## src/rtl/byp_pkg.sv

```systemverilog
package byp_pkg;
  localparam int REG_ID_W = 4;
  localparam int SHORT_W  = 16;
  localparam int LONG_W   = 2 * SHORT_W;
  localparam int NUM_OPS  = 2;

  typedef logic [REG_ID_W-1:0] reg_id_t;
  typedef logic [LONG_W-1:0]   word_t;

  // partner register of an even-aligned pair
  function automatic reg_id_t pair_odd(reg_id_t r);
    return r | reg_id_t'(1);
  endfunction
endpackage

```

## src/rtl/byp_match.sv

```systemverilog
module byp_match
  import byp_pkg::*;
#(
  parameter int STAGE_IDX = 0
) (
  input  logic    op_live_i,
  input  reg_id_t op_reg_i,
  input  logic    op_long_i,
  input  logic    valid_i,
  input  logic    wr_i,
  input  logic    fwd_en_i,
  input  logic    two_cyc_i,
  input  logic    long_i,
  input  reg_id_t dst_i,
  output logic    hit_o,
  output logic    ok_o
);
  logic id_eq, wide_op_eq, wide_res_eq;

  always_comb begin
    id_eq       = (op_reg_i == dst_i);
    wide_op_eq  = op_long_i && !long_i && (pair_odd(op_reg_i) == dst_i);
    wide_res_eq = long_i && !op_long_i && (op_reg_i == pair_odd(dst_i));
    hit_o = op_live_i && valid_i && wr_i && (id_eq || wide_op_eq || wide_res_eq);
    ok_o  = fwd_en_i && (op_long_i == long_i) && !(two_cyc_i && STAGE_IDX == 0);
  end
endmodule

```

## src/rtl/byp_pick.sv

```systemverilog
module byp_pick #(
  parameter int NUM_STAGES = 3,
  parameter int NUM_SLOTS  = 2,
  localparam int NUM_SRC   = NUM_STAGES * NUM_SLOTS
) (
  input  logic [NUM_SRC-1:0] hit_i,
  input  logic [NUM_SRC-1:0] ok_i,
  output logic [NUM_SRC-1:0] sel_o,
  output logic               valid_o
);
  logic [NUM_SRC-1:0] win;
  logic               win_ok;

  // oldest to youngest, last hit overrides
  always_comb begin
    win    = '0;
    win_ok = 1'b0;
    for (int st = NUM_STAGES - 1; st >= 0; st--) begin
      for (int sl = 0; sl < NUM_SLOTS; sl++) begin
        if (hit_i[st*NUM_SLOTS+sl]) begin
          win                  = '0;
          win[st*NUM_SLOTS+sl] = 1'b1;
          win_ok               = ok_i[st*NUM_SLOTS+sl];
        end
      end
    end
    valid_o = win_ok;
    sel_o   = win_ok ? win : '0;
  end
endmodule

```

## src/rtl/byp_mux.sv

```systemverilog
module byp_mux
  import byp_pkg::*;
#(
  parameter int NUM_SRC = 6
) (
  input  logic [NUM_SRC-1:0]             sel_i,
  input  logic                           valid_i,
  input  logic                           op_long_i,
  input  logic [NUM_SRC-1:0][LONG_W-1:0] prod_data_i,
  input  word_t                          rf_data_i,
  output word_t                          data_o
);
  word_t acc;

  always_comb begin
    acc = '0;
    for (int k = 0; k < NUM_SRC; k++) acc |= prod_data_i[k] & {LONG_W{sel_i[k]}};
    if (!valid_i)       data_o = rf_data_i;
    else if (op_long_i) data_o = acc;
    else                data_o = {{(LONG_W-SHORT_W){1'b0}}, acc[SHORT_W-1:0]};
  end
endmodule

```

## src/rtl/dual_issue_bypass_sel.sv

```systemverilog
module dual_issue_bypass_sel
  import byp_pkg::*;
#(
  parameter int NUM_STAGES = 3,
  parameter int NUM_SLOTS  = 2,
  localparam int NUM_SRC   = NUM_STAGES * NUM_SLOTS
) (
  input  logic                                   dec_valid_i,
  input  logic [NUM_OPS-1:0]                     op_rd_en_i,
  input  logic [NUM_OPS-1:0]                     op_long_i,
  input  logic [NUM_OPS-1:0][REG_ID_W-1:0]       op_reg_i,
  input  logic [NUM_OPS-1:0][LONG_W-1:0]         rf_data_i,
  input  logic [NUM_SRC-1:0]                     prod_valid_i,
  input  logic [NUM_SRC-1:0]                     prod_wr_i,
  input  logic [NUM_SRC-1:0]                     prod_fwd_en_i,
  input  logic [NUM_SRC-1:0]                     prod_two_cyc_i,
  input  logic [NUM_SRC-1:0]                     prod_long_i,
  input  logic [NUM_SRC-1:0][REG_ID_W-1:0]       prod_dst_i,
  input  logic [NUM_SRC-1:0][LONG_W-1:0]         prod_data_i,
  output logic [NUM_OPS-1:0][NUM_SRC-1:0]        byp_sel_o,
  output logic [NUM_OPS-1:0]                     byp_valid_o,
  output logic [NUM_OPS-1:0][LONG_W-1:0]         op_data_o
);
  logic [NUM_OPS-1:0][NUM_SRC-1:0] hit, ok;

  for (genvar op = 0; op < NUM_OPS; op++) begin : g_op
    for (genvar st = 0; st < NUM_STAGES; st++) begin : g_st
      for (genvar sl = 0; sl < NUM_SLOTS; sl++) begin : g_sl
        localparam int K = st * NUM_SLOTS + sl;
        byp_match #(.STAGE_IDX(st)) u_match (
          .op_live_i (dec_valid_i && op_rd_en_i[op]),
          .op_reg_i  (op_reg_i[op]),
          .op_long_i (op_long_i[op]),
          .valid_i   (prod_valid_i[K]),
          .wr_i      (prod_wr_i[K]),
          .fwd_en_i  (prod_fwd_en_i[K]),
          .two_cyc_i (prod_two_cyc_i[K]),
          .long_i    (prod_long_i[K]),
          .dst_i     (prod_dst_i[K]),
          .hit_o     (hit[op][K]),
          .ok_o      (ok[op][K])
        );
      end
    end

    byp_pick #(.NUM_STAGES(NUM_STAGES), .NUM_SLOTS(NUM_SLOTS)) u_pick (
      .hit_i   (hit[op]),
      .ok_i    (ok[op]),
      .sel_o   (byp_sel_o[op]),
      .valid_o (byp_valid_o[op])
    );

    byp_mux #(.NUM_SRC(NUM_SRC)) u_mux (
      .sel_i       (byp_sel_o[op]),
      .valid_i     (byp_valid_o[op]),
      .op_long_i   (op_long_i[op]),
      .prod_data_i (prod_data_i),
      .rf_data_i   (rf_data_i[op]),
      .data_o      (op_data_o[op])
    );

    always_comb begin

      sel_onehot_chk: assert ($onehot0(byp_sel_o[op]) && (byp_valid_o[op] == |byp_sel_o[op]));

      dec_gate_chk: assert (dec_valid_i && op_rd_en_i[op] || !byp_valid_o[op]);

      fwd_en_chk: assert ((byp_sel_o[op] & ~prod_fwd_en_i) == '0);

      two_cyc_ix1_chk: assert ((byp_sel_o[op][NUM_SLOTS-1:0] & prod_two_cyc_i[NUM_SLOTS-1:0]) == '0);

      len_match_chk: assert ((byp_sel_o[op] & (op_long_i[op] ? ~prod_long_i : prod_long_i)) == '0);

      pass_thru_chk: assert (byp_valid_o[op] || op_data_o[op] == rf_data_i[op]);
    end
  end
endmodule

```

## config.mk

```make
export PLATFORM = sky130hd
export DESIGN_NAME = dual_issue_bypass_sel
export DESIGN_NICKNAME = d
export VERILOG_FILES = /design/src/rtl/byp_pkg.sv /design/src/rtl/byp_match.sv /design/src/rtl/byp_pick.sv /design/src/rtl/byp_mux.sv /design/src/rtl/dual_issue_bypass_sel.sv
export SDC_FILE = /design/constraint.sdc
export NUM_CORES = 1
export LEC_CHECK = 0
export BUFFER_PORTS_ARGS = -buffer_cell sky130_fd_sc_hd__buf_4
export CORE_AREA = 4 4 152 154
export DETAILED_ROUTE_END_ITERATION = 8
export DIE_AREA = 0 0 156 158
export SLEW_MARGIN = 20
export SYNTH_ARGS = -nofsm -noshare
export SYNTH_HDL_FRONTEND = slang
export SYNTH_SLANG_ARGS = --single-unit
```

## constraint.sdc

```tcl
create_clock -name vclk -period 4.05
set_input_delay 0.405 -clock vclk [all_inputs]
set_output_delay 0.405 -clock vclk [all_outputs]
set_load 0.01 [all_outputs]
```

==> Word-level counts from Yosys, hierarchy flattened <==
Index checks and enable logic that the tools add are counted.
{ "word_totals": {"wordCells": 236, "inputBits": 323, "out_inout_bits": 78, "ff_bits": 0} }
{ "classes": {"muxes": 30, "n_reduce_logical": 136, "n_bitwise": 22, "eq_ne": 48} }
{ "op_table": {"columns": ["cell", "count"], "rows": [
  ["$and A32 B32 Y32", 12],
  ["$or A32 B32 Y32", 10],
  ["$eq A4 B4 Y1", 36],
  ["$mux W32", 4],
  ["$logic_and A1 B1 Y1", 102],
  ["$mux W6", 12],
  ["$logic_or A1 B1 Y1", 24],
  ["$eq A1 B1 Y1", 12],
  ["$mux W1", 12],
  ["$logic_not A1 Y1", 10],
  ["$mux W5", 2]
]} }

==> Longest topological paths before layout <==
Gate-level depths: netlist (run 1).
{ "logic_depth": {"word_depth": 21, "ltp_mapped": 13, "mapped_depth_nobuf": 11} }

==> Cells and area by module <==
From an unflattened synthesis (run 1), not the netlist that was laid out.
{ "unflattened": {"cells_unflattened": 606, "hier_area_um2": 4166.5} }
{ "modules_own_cells": {"columns": ["mod", "instances", "seq_area_each_um2", "cells_each", "area_per_inst_um2"], "rows": [
  ["byp_mux", 2, 0.0, 201, 1373.8],
  ["byp_match at g_op[0].g_st[1].g_sl[0].u_match ...", 8, 0.0, 13, 96.3],
  ["byp_match at g_op[0].g_st[0].g_sl[0].u_match ...", 4, 0.0, 14, 97.6],
  ["byp_pick", 2, 0.0, 21, 122.6],
  ["dual_issue_bypass_sel", 1, 0.0, 2, 12.5]
]} }

==> Least setup slack after synthesis (run 1) <==
OpenSTA, ideal clock, no wires.
{ "synth_path": {"path_type": "input -> output", "from": "in op_long_i[1]", "to": "out op_data_o[33] in the netlist's numbering", "arrival_time_ns": 2.938, "path_stages": 10, "slack_ns": 0.707, "required_ns": 3.645, "n_path_buf": 0, "cell_sequence": "inv_1 > ha_1 > nor3b_1 > or4_4 > nor4_4 > nand4_1 > a2111oi_4 > nor2_4 > inv_2 > mux2_2"} }
{ "synth_lines": {"columns": ["element", "line_no", "source"], "rows": [
  ["start: declaration", "dual_issue_bypass_sel.sv:10", "input logic [NUM_OPS-1:0] op_long_i,"],
  ["end: declaration", "dual_issue_bypass_sel.sv:22", "output logic [NUM_OPS-1:0][LONG_W-1:0] op_data_o"]
]} }

==> results.toml, run 1 <==
[worst_setup_path]
critPathArrivalTime_ns = 3.46
startpoint_type = "input port"
crit_required_ns = 3.64
cp-startpoint = "op_long_i[1]"
end_kind = "primary output"
critical_path_class = "input port to primary output"
worstPathMaxFanout = 16

[global_routing]
grtUsageTotal_pct = 23.9
first_global_vias = 8028
gr-usage-met2_pct = 41.7
overflow = 0
antenna_found_initial = 2
met3_usage_pct = 4.59
gr-usage-met1_pct = 28.9
grt_pass1_wl_microns = 46100
grt_max_degree = 33
busiest_layer = "met2"

[route]
route.detailed.drc = 0
wl_microns = 32200
drtAntennaViolNets = 0
wl_per_cell_microns = 23.9
drt_iter0_drc = 572
firstDrtPassIters = 5
vias = 7717
viasPerCell = 5.73

[flow_run]
maxCapViolCount = 0

[yosys]
synth_top_area_share_pct = 9.10
ys_warn_count = 0
netlist_instances = 690
synthesis.nets = 1037
yosysTopAreaCell = "a22oi_1"
avgSynthCellArea_sq_um = 6.70
synth_top_cells_by_area = "a22oi_1 (9.1%), nand2_1 (8.8%), ha_1 (6.5%)"
synth.distinct_cells = 59
synth_seq_area_share_pct = 0
syn-cell-area_sq_mm = 0.00462

[cells_and_area]
area_growth_pct = 75.9
n_fill_cell = 2361
seqCellArea_sq_um = 0
seq_cells = 0
multi_input_area_sq_mm = 0.00437
clkbuf_count = 0
nets = 1414
drive_above_1_share_pct = 43.9
design_area_sq_mm = 0.00813

[timing]
fin_setup_tns_ns = 0
grt_setup_unrepaired = "false"
min_period_over_period_pct = 95.4
min_period_ns = 3.86
worst_pin_slew_ns = 0.595
setup_violations = 0
slew_violations = 0
slew_headroom_pct = 60.0
finalHoldViolCount = 0
clock.fmax_ghz = 0.259

[floorplan]
dieArea_sq_mm = 0.0246
die_y_microns = 158
start_util_pct = 21.3
io_pins = 401
rows = 54
die_x_microns = 156
coreArea_sq_mm = 0.0217

[min_path]
min-delay-start = "rf_data_i[19]"
hold_class = "input port to primary output"

[power_and_ir_drop]
power_density_mw_per_mm2 = 70.2
peakVddDrop_uv = 39.4
p_leak_nw = 3.42

[placed_design]
placed_area_sq_mm = 0.00809
numPortBuffers = 397
dp_hpwl_microns = 25700
finalWeightedCongestion = 0.921

[outcome]
status = "finished clean"
==> worst max-delay path, cell delays in order <==
cell,delay [ns]
buf_4,0.11
inv_1,0.22
ha_1,0.21
nor3b_1,0.05
or4_4,0.52
nor4_4,0.21
nand4_1,0.21
a2111oi_4,0.56
o21a_2,0.51
a22o_1,0.28
buf_4,0.15
==> cell usage after synthesis (all sizes together) (3+ instances only) <==
| master | count |
|---|---|
| nor3 | 27 |
| a221oi | 13 |
| a222oi | 8 |
| or3 | 3 |
| nor2 | 29 |
| inv | 11 |
| o211ai | 8 |
| xor2 | 29 |
| nand4 | 39 |
| clkbuf | 43 |
| buf | 23 |
| a2111oi | 5 |
| nand3 | 20 |
| nor3b | 14 |
| a21boi | 7 |
| a2111o | 5 |
| a22oi | 56 |
| o22a | 6 |
| a21oi | 6 |
| nor4 | 7 |
| a31oi | 20 |
| a221o | 16 |
| ha | 24 |
| o2bb2ai | 22 |
| a211oi | 33 |
| and2 | 26 |
| a41oi | 5 |
| o211a | 3 |
| a22o | 33 |
| nand2 | 108 |
| a21o | 16 |
| xnor2 | 7 |
==> worst paths after layout <==
check / slack, ns / to / depth (start not counted)
worst max-delay path: 0.19 / op_data_o[62] / 11
worst min-delay path: 1.10 / op_data_o[19] / 3
==> metrics by stage <==
step | cells | hold slack [ns] | util [%] | total power (W) | setup slack (ns)
3_3_place_gp | 1343 | 1.10 | 37.3 | 0.000564 | 0.0892
5_1_grt | 1347 | 1.12 | 37.5 | 0.000614 | 0.0344
2_1_floorplan | 690 | 0.911 | - | 0.000169 | 0.707
3_5_place_dp | 1343 | 1.10 | 37.3 | 0.000567 | -0.110
6_report | 1347 | 1.10 | 37.5 | 0.000571 | 0.187
4_1_cts | 1345 | 1.10 | 37.4 | 0.000569 | 0.178
==> layer usage <==
metal / share of wire, % / vias up
met4: 4.1 / 0
met3: 9.5 / 92
met5: 0 / -
li1: - / 3499
met2: 48 / 506
met1: 38 / 3620
==> logic make-up (layout without fill, tap and decap cells) <==
family,Yosys count,after routing,share of synthesized area (%)
simple gates,284,284,31.8
xor+xnor,36,36,6.82
mux,2,2,0.487
buf+inv,77,452,7.09
compound gates,267,267,47.3
fa+ha+maj,24,24,6.50
other cells,0,2,0
==> layout make-up <==
class | count | share of cell area, %
multi-input combinational | 613 | 53.8
timing repair buffer | 441 | 41.3
tap | 280 | 4.31
inverter | 11 | 0.508
antenna | 2 | 0.0616
==> timing repair <==
| item | in CTS | in global routing |
|---|---|---|
| resized for setup | 0 | 1 |
| setup endpoints to repair | 9 | 1 |
| setup buffers | 2 | 0 |
| hold buffers | 0 | 0 |
| pin swaps | 1 | 0 |
==> cells in the final DEF, fill, tap and decap left out, types with 5 or more instances in the layout <==
| cell type | n |
|---|---|
| a2111o_1 | 5 |
| a211oi_1 | 32 |
| a21boi_0 | 7 |
| a21o_1 | 16 |
| a21oi_1 | 6 |
| a221o_1 | 16 |
| a221oi_1 | 13 |
| a222oi_1 | 8 |
| a22o_1 | 33 |
| a22oi_1 | 56 |
| a31oi_1 | 20 |
| a41oi_1 | 5 |
| and2_1 | 26 |
| buf_4 | 437 |
| ha_1 | 24 |
| inv_1 | 9 |
| nand2_1 | 108 |
| nand3_1 | 20 |
| nand4_1 | 39 |
| nor2_1 | 26 |
| nor3_1 | 21 |
| nor3_2 | 5 |
| nor3b_1 | 13 |
| o211ai_1 | 8 |
| o22a_1 | 6 |
| o2bb2ai_1 | 22 |
| xnor2_1 | 7 |
| xor2_1 | 29 |
==> power breakdown <==
group / internal, W / switching (W) / total [W] / leakage (nW)
clock network: 0.0000000000663 / 0 / 0.0000000000663 / 0.0000127
logic: 0.000326 / 0.000244 / 0.000571 / 3.42
registers: 0 / 0 / 0 / 0
Power figures use the tool's default switching activity.
==> inputs of run 2 (changes only) <==
--- a/config.mk
+++ b/config.mk
@@ -6,9 +6,12 @@
 export NUM_CORES = 1
 export LEC_CHECK = 0
 export BUFFER_PORTS_ARGS = -buffer_cell sky130_fd_sc_hd__buf_4
-export CORE_AREA = 4 4 152 154
+export CELL_PAD_IN_SITES_DETAIL_PLACEMENT = 0
+export CELL_PAD_IN_SITES_GLOBAL_PLACEMENT = 1
+export CORE_AREA = 4 4 154 156
 export DETAILED_ROUTE_END_ITERATION = 8
-export DIE_AREA = 0 0 156 158
+export DIE_AREA = 0 0 158 160
+export PLACE_DENSITY_LB_ADDON = 0.1
 export SLEW_MARGIN = 20
 export SYNTH_ARGS = -nofsm -noshare
 export SYNTH_HDL_FRONTEND = slang
==> results.toml, run 2 (synthesized netlist as in run 1, its figures left out) <==
[route]
maxUsedRoutingLayer = "met4"
wl_met1_microns = 13700
drt_iter0_drc = 429
firstDrtPassIters = 7
drtAntennaViolNets = 0
wl_per_cell_microns = 25.4
route.met2.wl_microns = 17500
route.detailed.drc = 0
viasPerCell = 5.59
vias = 7614
wl_met3_microns = 2510
wl_microns = 34600

[timing]
worst_pin_slew_ns = 0.580
finalHoldViolCount = 0
fin_setup_tns_ns = 0
setup_violations = 0
min_period_over_period_pct = 92.3
min_period_ns = 3.74
grt_setup_unrepaired = "false"
slew_headroom_pct = 61.0
fin_ws_ns = 0.313
clock.fmax_ghz = 0.268
slew_violations = 0

[power_and_ir_drop]
swShare_pct = 42.4
sequentialPowerShare_pct = 0
pwr-share-comb_pct = 100.0
p_leak_nw = 3.48
p_switching_w = 0.000246
p_clk_share_pct = 0
cellInternalPower_w = 0.000334
peakVddDrop_uv = 36.5
power_density_mw_per_mm2 = 70.1

[placed_design]
numPortBuffers = 397
dp_hpwl_microns = 26100
finalWeightedCongestion = 0.927
dp_slack_ns = 0.0438
dp_cells = 1358

[floorplan]
io_pins = 401
coreArea_sq_mm = 0.0224
rows = 55
dieArea_sq_mm = 0.0253
start_util_pct = 20.7
die_y_microns = 160
die_x_microns = 158

[global_routing]
first_global_vias = 8064
grt_pass1_wl_microns = 49700
grt_max_degree = 34
grtUsageTotal_pct = 25.4
antenna_found_initial = 1
overflow = 0

[cells_and_area]
instances_no_fill = 1362
post-route-util_pct = 37.0
clkbuf_count = 0
seqCellArea_sq_um = 0
nets = 1425
final_common_cell = "buf_4"
most-common-layout-cells = "buf_4 (443), nand2_1 (108), a22oi_1 (56), nand4_1 (39), a22o_1 (33)"
drive_above_1_share_pct = 44.7
n_fill_cell = 2476
area_growth_pct = 79.0
seq_cells = 0

[worst_setup_path]
worstPathMaxFanout = 33
critical_path_class = "input port to primary output"
startpoint_type = "input port"
critPathArrivalTime_ns = 3.33
crit_required_ns = 3.64
end_kind = "primary output"

[flow_run]
maxCapViolCount = 0

[outcome]
status = "finished clean"

[min_path]
hold_class = "input port to primary output"
==> run 2: final cells by class <==
| cell class | count | area (sq um) | share of cell area [%] |
|---|---|---|---|
| antenna | 1 | 2.50 | 0.0302 |
| inverter | 11 | 45.0 | 0.544 |
| multi-input combinational | 613 | 4380 | 53.0 |
| tap | 285 | 357 | 4.31 |
| timing repair buffer | 452 | 3490 | 42.2 |
==> run 2: repair_timing <==
action,4_1_cts,5_1_grt
setup endpoints to repair,0,47
hold buffers,0,0
buffers inserted,0,2
resized for setup,0,6
==> run 2: path summary, 6_finish.rpt <==
check                         start       endpoint  slack (ns)  cells past startpoint
worst min-delay path  rf_data_i[19]  op_data_o[19]        1.10                      3
worst max-delay path   op_long_i[1]  op_data_o[44]        0.31                     11
==> run 2: metrics by stage <==
| step | total power, W | instance area [sq um] | hold slack [ns] |
|---|---|---|---|
| finish | 0.000580 | 8280 | 1.10 |
| global route | 0.000627 | 8280 | 1.11 |
| CTS | 0.000580 | 8230 | 1.10 |
| detailed placement | 0.000578 | 8230 | 1.10 |
| global placement | 0.000580 | 8230 | 1.10 |
| floorplan | 0.000169 | 4620 | 0.911 |
==> run 2: power by group through the flow <==
stage,Sequential [W],Clock [W],Combinational [W]
after CTS,0,0,0.000580
after detailed placement,0,0,0.000578
after floorplan,0,0,0.000169
after global placement,0,0,0.000580
final,0,0.0000000000332,0.000580
after global routing,0,0.0000000000331,0.000627
==> run 2: critical path: stages <==
cell	delay (ns)
buf_4	0.12
inv_1	0.18
ha_1	0.19
nor2_1	0.04
a2111o_1	0.41
or4_1	0.61
nor3_4	0.20
buf_4	0.48
a22oi_1	0.13
a41oi_1	0.36
buf_4	0.18
==> run 2: metal layers <==
layer  global-route usage [%]  vias to the layer above
met1                     31.2                     3669
met2                     44.9                      359
met5                        0                        -
met3                     4.63                       53
li1                         -                     3533
met4                     6.82                        0
==> inputs of run 3 (changes only) <==
==> constraint.sdc (replaced) <==
create_clock -name vclk -period 4.05
set_input_delay 0.81 -clock vclk [all_inputs]
set_output_delay 0.81 -clock vclk [all_outputs]
set_load 0.01 [all_outputs]
==> results.toml, run 3 (synthesized netlist as in run 1, its figures left out) <==
[timing]
grt_setup_unrepaired = "true"
clock.fmax_ghz = 0.234
setup_violations = 68
min_period_over_period_pct = 106
finalHoldViolCount = 0
slew_violations = 0
slew_headroom_pct = 66.4
fin_ws_ns = -0.225
worst_pin_slew_ns = 0.505
min_period_ns = 4.28

[worst_setup_path]
slowest_delay_ns = 0.35
startpoint_type = "input port"
worstPathMaxFanout = 8
critPathArrivalTime_ns = 3.47
critical_path_class = "input port to primary output"
critical_path.slowest_cell = "a311o_1"
crit_required_ns = 3.24
end_kind = "primary output"
crit_chain = "buf_8 -> clkinvlp_4 -> buf_4 -> buf_4 -> ha_1 -> nor3b_2 -> a21oi_2 -> nand4_1 -> buf_4 -> nor3_2 -> a311o_1 -> buf_6 -> nor2_4 -> inv_6 -> buf_12 -> buf_8 -> a31oi_1 -> buf_4"
cpMostUsedCell = "buf_4"

[min_path]
hold_path_end = "op_data_o[28]"
hold_class = "input port to primary output"
min-delay-start = "rf_data_i[28]"
hold_depth = 3

[cells_and_area]
most-common-layout-cells = "buf_4 (502), nand2_1 (105), a22oi_1 (55), buf_6 (55), nand4_1 (39)"
seqCellArea_sq_um = 0
area_growth_pct = 135
drive_above_1_share_pct = 58.9
nets = 1573
clkbuf_count = 0
instances_no_fill = 1510
final_common_cell = "buf_4"
seq_cells = 0

[route]
drtAntennaViolNets = 0
route.detailed.drc = 0
viasPerCell = 5.44
vias = 8213
firstDrtPassIters = 5
drt_iter0_drc = 470
wl_microns = 37000
wl_per_cell_microns = 24.5

[floorplan]
rows = 55
coreArea_sq_mm = 0.0224
start_util_pct = 20.7
io_pins = 401
die_y_microns = 160
die_x_microns = 158
dieArea_sq_mm = 0.0253

[placed_design]
finalWeightedCongestion = 0.895
dp_cells = 1460
dp_hpwl_microns = 27900
numPortBuffers = 397

[power_and_ir_drop]
finalPower_w = 0.000712
peakVddDrop_uv = 37.9
p_leak_nw = 4.55
power_density_mw_per_mm2 = 65.5

[global_routing]
grtUsageTotal_pct = 26.8
antenna_found_initial = 1
first_global_vias = 8755
grt_pass1_wl_microns = 52500
overflow = 0
grt_max_degree = 19

[outcome]
status = "finished with violations"
violations = "setup timing"

[flow_run]
maxCapViolCount = 0
-- run 3: cell count changes in the layout (fill, tap and decap cells not counted), sizes merged --
| cell | before | now |
|---|---|---|
| buf | 452 | 597 |
| bufbuf | 0 | 2 |
| clkinvlp | 1 | 2 |
| inv | 10 | 9 |
| or2 | 2 | 3 |
-- run 3: how the worst max path moves through the flow --
stage | slack (ns) | cells after the start | startpoint | end
after CTS | -0.25 | 15 | op_long_i[1] | op_data_o[60]
after floorplan | -0.01 | 10 | op_long_i[1] | op_data_o[33]
final | -0.23 | 18 | op_long_i[1] | op_data_o[39]
after global placement | -0.68 | 14 | op_long_i[0] | op_data_o[7]
after global routing | -0.33 | 18 | op_long_i[0] | op_data_o[0]
after detailed placement | -0.65 | 12 | op_long_i[0] | op_data_o[25]
-- run 3: critical path: cells and delay by family --
| kind | cells | cell delay (ns) |
|---|---|---|
| AOI/OAI and AO/OA | 3 | 0.58 |
| adders and majority gates | 1 | 0.20 |
| buffers and inverters | 10 | 1.30 |
| and+or+nand+nor | 4 | 0.55 |
-- run 3: final cells by class --
cell class	count	area [sq um]
multi-input combinational	614	5200
fill	2275	11500
inverter	11	53.8
tap	285	357
timing repair buffer	599	5270
antenna	1	2.50
-- run 3: power breakdown --
| group | switching, W | internal, W |
|---|---|---|
| clock | 0 | 0.0000000000331 |
| sequential | 0 | 0 |
| combinational | 0.000292 | 0.000420 |
| total | 0.000292 | 0.000420 |
-- run 3: stage by stage --
stage               setup slack [ns]  hold slack, ns  utilization (%)  TNS, ns  instance area, sq um
finish                        -0.225            1.90             48.7   -10.28                 10900
global route                  -0.326            1.91             48.7   -18.35                 10900
CTS                           -0.245            1.90             47.0   -12.10                 10500
detailed placement            -0.655            1.91             41.4   -29.84                  9250
global placement              -0.676            1.91             41.3   -30.76                  9250
floorplan                    -0.0101            1.72                -  -0.0926                  4700
-- run 3: routing by layer --
layer | routed length, microns | track usage [%]
met3 | 2520 | 5.12
met5 | 0 | 0
met2 | 18400 | 48.1
met4 | 915 | 6.36
met1 | 15100 | 32.8
-- run 3: what timing repair did --
action | in CTS | in global routing
hold buffers | 0 | 0
pin swaps | 60 | 37
cloned | 9 | 0
setup buffers | 43 | 8
gates resized for setup | 151 | 63
setup endpoints to repair | 70 | 71
